## config.mk

```make
export PLATFORM = sky130hd
export DESIGN_NAME = frac_baud_gen
export DESIGN_NICKNAME = d
export VERILOG_FILES = /design/src/rtl/fbg_pkg.sv /design/src/rtl/fbg_cfg_reg.sv /design/src/rtl/fbg_phase_acc.sv /design/src/rtl/fbg_tick_div.sv /design/src/rtl/frac_baud_gen.sv
export SDC_FILE = /design/constraint.sdc
export NUM_CORES = 1
export LEC_CHECK = 0
export BUFFER_PORTS_ARGS = -buffer_cell sky130_fd_sc_hd__buf_2
export CORE_UTILIZATION = 64
export CTS_CLUSTER_DIAMETER = 60
export DETAILED_ROUTE_END_ITERATION = 7
export GPL_TIMING_DRIVEN = 0
export PLACE_DENSITY_LB_ADDON = 0.08
export SYNTH_ARGS = -nofsm -noshare
export SYNTH_HDL_FRONTEND = slang
export SYNTH_SLANG_ARGS = --single-unit
```

## constraint.sdc

```tcl
create_clock -name clk -period 9.9 [get_ports clk]
set_input_delay 0.99 -clock clk [delete_from_list [all_inputs] [get_ports clk]]
set_output_delay 0.99 -clock clk [all_outputs]
set_load 0.03 [all_outputs]
```

## src/rtl/fbg_pkg.sv

```systemverilog
package fbg_pkg;
    localparam int CFG_W      = 32;
    localparam int MANT_W     = 12;
    localparam int EXP_W      = 4;
    localparam int BASE_SHIFT = 11;
    localparam int OS_RATIO   = 16;
    localparam int ACC_W      = BASE_SHIFT + (1 << EXP_W) - 1;
    localparam int SUM_W      = ACC_W + 1;
    localparam int DIV_W      = $clog2(OS_RATIO);

    typedef struct packed {
        logic [EXP_W-1:0]  expo;
        logic [MANT_W-1:0] mant;
    } rate_t;

    function automatic rate_t decode_rate(input logic [CFG_W-1:0] word);
        rate_t r;
        r.mant = word[MANT_W-1:0];
        r.expo = word[MANT_W+EXP_W-1:MANT_W];
        return r;
    endfunction

    function automatic logic [SUM_W-1:0] rate_modulus(input logic [EXP_W-1:0] e);
        logic [SUM_W-1:0] one;
        one = SUM_W'(1);
        return one << (BASE_SHIFT + int'(e));
    endfunction
endpackage

```

## src/rtl/fbg_cfg_reg.sv

```systemverilog
module fbg_cfg_reg
    import fbg_pkg::*;
(
    input  logic             clk,
    input  logic             rst,
    input  logic             wr,
    input  logic [CFG_W-1:0] wdata,
    output rate_t            rate_q
);
    always_ff @(posedge clk) begin
        if (rst) begin
            rate_q <= '0;
        end else if (wr) begin
            rate_q <= decode_rate(wdata);
        end
    end
endmodule

```

## src/rtl/fbg_phase_acc.sv

```systemverilog
module fbg_phase_acc
    import fbg_pkg::*;
(
    input  logic             clk,
    input  logic             rst,
    input  logic             clr,
    input  rate_t            rate,
    output logic             carry,
    output logic             os_tick_q
);
    logic [ACC_W-1:0] acc_q;
    logic [SUM_W-1:0] sum;
    logic [SUM_W-1:0] modulus;
    logic [SUM_W-1:0] wrap_mask;

    always_comb begin
        modulus   = rate_modulus(rate.expo);
        wrap_mask = modulus - SUM_W'(1);
        sum       = {1'b0, acc_q} + SUM_W'(rate.mant);
        carry     = (sum >= modulus);
    end

    always_ff @(posedge clk) begin
        if (rst || clr) begin
            acc_q     <= '0;
            os_tick_q <= 1'b0;
        end else begin
            acc_q     <= ACC_W'(sum & wrap_mask);
            os_tick_q <= carry;
        end
    end

    AST_ACC_IN_RANGE: assert property (@(posedge clk) disable iff (rst)
        ({1'b0, acc_q} < rate_modulus(rate.expo))) else $error("acc out of range");

    AST_ZERO_MANT_SILENT: assert property (@(posedge clk) disable iff (rst)
        (rate.mant == '0 && !clr) |=> !os_tick_q) else $error("tick with zero mantissa");
endmodule

```

## src/rtl/fbg_tick_div.sv

```systemverilog
module fbg_tick_div
    import fbg_pkg::*;
(
    input  logic clk,
    input  logic rst,
    input  logic clr,
    input  logic carry,
    input  logic os_tick,
    output logic bit_tick_q
);
    logic [DIV_W-1:0] cnt_q;
    logic             last;

    assign last = (cnt_q == DIV_W'(OS_RATIO - 1));

    always_ff @(posedge clk) begin
        if (rst || clr) begin
            cnt_q      <= '0;
            bit_tick_q <= 1'b0;
        end else begin
            bit_tick_q <= carry && last;
            if (carry) begin
                cnt_q <= last ? '0 : cnt_q + DIV_W'(1);
            end
        end
    end

    AST_BIT_WITH_OS: assert property (@(posedge clk) disable iff (rst)
        bit_tick_q |-> os_tick) else $error("bit tick without os tick");
endmodule

```

## src/rtl/frac_baud_gen.sv

```systemverilog
module frac_baud_gen
    import fbg_pkg::*;
(
    input  logic             clk,
    input  logic             rst,
    input  logic             baud_wr,
    input  logic [CFG_W-1:0] baud_wdata,
    output logic             os_tick,
    output logic             bit_tick
);
    rate_t rate;
    logic  carry;

    fbg_cfg_reg u_cfg (
        .clk    (clk),
        .rst    (rst),
        .wr     (baud_wr),
        .wdata  (baud_wdata),
        .rate_q (rate)
    );

    fbg_phase_acc u_acc (
        .clk       (clk),
        .rst       (rst),
        .clr       (baud_wr),
        .rate      (rate),
        .carry     (carry),
        .os_tick_q (os_tick)
    );

    fbg_tick_div u_div (
        .clk        (clk),
        .rst        (rst),
        .clr        (baud_wr),
        .carry      (carry),
        .os_tick    (os_tick),
        .bit_tick_q (bit_tick)
    );

    AST_WRITE_CLEARS: assert property (@(posedge clk) disable iff (rst)
        baud_wr |=> (!os_tick && !bit_tick)) else $error("tick after write");
endmodule

```

# ---- Word-level counts from Yosys, hierarchy flattened
# Cells that the tools add are included.
dict set report word_totals {
  reg_bits 48
  output_inout_bits 2
  word_cells 17
}
dict set report op_classes {
  reduce_logical 2
  n_eq_ne 1
  order_cmp 1
  mux 1
  n_bitwise 1
  shift 1
  n_addsub 4
}
# operator count
set ops {}
lappend ops {{$add 26x12->27} 1}
lappend ops {{$ge 27x27->1} 1}
lappend ops {{$shl 1x5->27 const A} 1}
lappend ops {{$and 26x26->26} 1}
lappend ops {{$sub 26x1->26 const B} 1}
lappend ops {{$add 4x4->5 const A} 1}
lappend ops {{$add 4x1->4 const B} 1}
lappend ops {{$eq 4x4->1 const B} 1}
lappend ops {{$mux 4} 1}
lappend ops {{$logic_and 1x1->1} 1}
lappend ops {{$logic_or 1x1->1} 1}

# ---- Longest topological paths before layout
dict set report logic_depth {
  ltp_word 4
  depth_mapped 17
  ltp_nobuf 16
}

# ---- Modules after synthesis
# From an unflattened synthesis, not the netlist that was laid out.
dict set report unflattened {
  hier_cells 385
  area_unflattened_um2 3323.2
}
# mod cells_per_inst area_each_um2 n_inst
set modules_own_cells {}
lappend modules_own_cells {fbg_phase_acc 310 2512.4 1}
lappend modules_own_cells {fbg_cfg_reg 52 580.6 1}
lappend modules_own_cells {fbg_tick_div 23 230.2 1}

# ---- Worst setup path before layout
# No wires, ideal clock.
dict set report synth_path {
  path_kind {register to register}
  startpoint {reg u_cfg.rate_q[0] (netlist bit)}
  endpoint {reg u_div.cnt_q[3]}
  path_stages_with_launch 18
  setup_slack_ns 6.170
  path_buffers 1
  setup_ns 0.119
  arrival_time_ns 3.612
  path_cell_list {dfxtp_1 ha_1 inv_1 fa_1 nor2b_4 o21ai_1 a211o_1 a31o_1 buf_2 or3_1 nand2_1 ha_1 and3_1 a221o_1 a21oi_1 o211a_1 a21oi_1 o221a_2}
}
dict set report synth_between {
  elab_chain_len 2
}
# item line
set synth_lines {}
lappend synth_lines {{start: declaration} fbg_cfg_reg.sv:8} ;# output rate_t rate_q
lappend synth_lines {{start signal: assignment} fbg_cfg_reg.sv:14} ;# rate_q <= decode_rate(wdata);
lappend synth_lines {{$add 26x12->27} fbg_phase_acc.sv:19} ;# sum = {1'b0, acc_q} + SUM_W'(rate.mant);
lappend synth_lines {{$ge 27x27->1} fbg_phase_acc.sv:20} ;# carry = (sum >= modulus);
lappend synth_lines {{end signal: assignment} fbg_tick_div.sv:23} ;# cnt_q <= last ? '0 : cnt_q + DIV_W'(1);
lappend synth_lines {{end: declaration} fbg_tick_div.sv:11} ;# logic [DIV_W-1:0] cnt_q;
# No other way between the ends.
# A chain may end at the register's enable or synchronous reset.

# ---- Final worst setup path
dict set report layout_path {
  startpoint {reg u_cfg.rate_q[0] (netlist bit)}
  endpoint {reg u_div.cnt_q[2]}
}
# Same word-level chain as after synthesis.

==> metrics.txt <==
status finished clean; Antenna Nets Post-Route 0; Clock Latency Late Sink 0.31 ns; I/O pin count 37; CTS buffer count 5; Int Power 272 uW; post-CTS sizing 0; fin. max-slew vios 0; sw frac 28.7%; worst slew pin tran 0.718 ns; RSZ-0062 raised after global routing no; Max Clk Rate 0.237 GHz; WL final 7.85 mm; fin cells 513; fraction of final layout cells sized beyond drive strength 1 9.71%; post-CTS setup buffers 0; I/O Buffers 18; core area 0.00511 mm^2; most used flip-flop cell after synthesis dfxtp_1; vias in the first global route 2799; Period minus WS final 4.23 ns; final worst slack 5.67 ns; final core utilization 72.0%; Seq cells post-synth 48; fill count 446; vias post-DR 3033; TritonCTS clock tree done; crit end category register; Multi-input gate area 0.00236 mm^2; Synth Cell Area 0.00338 mm^2; die width 74.7 um; DR WL/cell 15.3 um; Root Driver clkbuf_8; synth top area cells dfxtp_1, ha_1, mux2i_1, nand2_1, nor2_1; DP Worst Slack 5.76 ns; relative slew slack 52.1%; Chip Height 74.7 um; dpl hpwl 6.08 mm; Sink Count 48; Startpoint Class register; clk slew on worst S/H paths 0.08 ns; sequential area share after synthesis 28.4%; r2r setup slk 5.67 ns; synth unique cells 60; cts hold-fix bufs 0; Max-Cap Viols 0; EDFF count, synth 0; Final Wtd Congestion 0.994; Clk network pwr share 30.2%; critical path peak fanout 10; DRT iter0 DRCs 130; power per cell area 104 mW/mm^2; VDD IR-drop max 57.2 uV; Total GRT Usage 30.1%; Ant. Diodes 0; Fin Hold WS 0.498 ns; Comb pwr share 16.6%; min-delay worst type register to register; DRC viols 0; Initial Util 66.1%; leakage power 1.63 nW; clk_skew 0.00787 ns; fin area 0.00368 mm^2; first-pass GRT wire length 12.6 mm; die area 0.00557 mm^2; Final period util 42.7%; first-pass iteration count of the detailed router 4; final net count 521; Setup-failing EPs final 0; Pwr Total 381 uW; Worst Path Arrival 4.47 ns; Site Rows 26; maximum clock insertion buffer count 2; largest net degree at the start of global routing 14; antenna violations before repair 0; CP required 10.14 ns; asr flop ratio synth 0%; cell taking the most area after synthesis dfxtp_1; critical path class register to register; Post-Syn Instances 406; Synth top area share 28.4%; Area growth syn-to-layout 8.89%; Syn Area/Cell 8.32 um^2; Fin. Hold Viols 0; via/cell ratio 5.91; synth warn 0; H-tree depth 2; Psw 109 uW; gr ovfl total 0; DP Cell Count 506; Fin Setup TNS 0 ns; register area 961 um^2; DP Area 0.00360 mm^2; Reg power frac 53.1%
==> flip-flops by register name, summed over array words and instances, names as in the netlist <==
name              count
u_div.cnt_q           4
u_cfg.rate_q         16
u_div.bit_tick_q      1
u_acc.os_tick_q       1
u_acc.acc_q          26
==> cell families after synthesis <==
| kind of cell | after synthesis | synth area share [%] |
|---|---|---|
| xor+xnor | 15 | 3.89 |
| simple gates | 163 | 24.4 |
| buf+inv | 23 | 2.96 |
| flops | 48 | 28.4 |
| fa+ha+maj | 43 | 16.1 |
| mux | 22 | 6.63 |
| compound gates | 90 | 17.3 |
| other cells | 2 | 0.222 |
==> cell type report <==
type                            instances  share of cell area [%]
Multi-Input combinational cell        347                    64.2
Sequential cell                        48                    26.1
Timing Repair Buffer                   18                    2.45
Tap cell                               70                    2.38
Clock buffer                            6                    1.97
Buffer                                 12                    1.60
Inverter                               11                    1.12
Clock inverter                          1                   0.136
==> layer usage <==
layer	GRT usage (%)	wire, um
met5	0	0
met4	17.2	351
met3	4.95	414
met2	51.3	3660
met1	36.1	3430
==> cells in the mapped netlist (all sizes together) (2+ instances only) <==
cell and count:
mux2 3, xor2 2, nand3 17, inv 11, conb 2, or2 2
or4 2, and4 3, a21o 6, nor3b 4, a221oi 2, and3 9
a31oi 4, o31ai 3, o21a 3, o21ai 25, a211oi 6, nor3 12
dfxtp 48, nor2b 8, xnor2 13, nand4 7, mux2i 19, or3 5
buf 4, clkbuf 8, and2 5, a21oi 25, ha 42, a21bo 2
nand2 44, nor2 41
==> worst paths after layout <==
kind,startpoint,to,cells past startpoint
setup / recovery,u_cfg.rate_q[0],u_div.cnt_q[2],17
hold / removal,u_div.cnt_q[1],u_div.cnt_q[1],2
setup reg to reg,u_cfg.rate_q[0],u_div.cnt_q[2],17
hold reg to reg,u_div.cnt_q[1],u_div.cnt_q[1],2
==> power by group through the flow <==
stage               logic, mW  clock network (mW)  registers, mW
global placement       0.0592                   0          0.207
finish                 0.0634               0.115          0.202
global route           0.0717               0.124          0.203
floorplan              0.0459                   0          0.206
detailed placement     0.0615                   0          0.207
CTS                    0.0620               0.116          0.202
==> critical path, cell delays in order, from the launching register on <==
cell and delay [ns]:
dfxtp_1 0.35, ha_1 0.20, inv_1 0.07, fa_1 0.44, nor2b_4 0.12, o21ai_1 0.10, a211o_1 0.34, a31o_1 0.25
buf_2 0.21, nor3_2 0.23, xnor2_1 0.17, ha_1 0.28, a211oi_1 0.21, nor2_1 0.07, o31ai_1 0.39, o211ai_1 0.24
o21ai_0 0.28, mux2i_1 0.20
==> placed cells by master (no fill, tap or decap), drive strengths merged, types with 4 or more instances in the layout <==
cell	instances
and2	5
nand3	17
nor2	41
nor3b	4
conb	14
buf	22
dfxtp	48
xnor2	13
ha	42
inv	11
a31oi	4
and3	9
nor2b	8
a21oi	25
nor3	12
a21o	6
nand2	44
or3	5
clkbuf	14
mux2i	19
a211oi	6
o21ai	25
nand4	7
No activity file was read; power rests on OpenSTA's default activity.
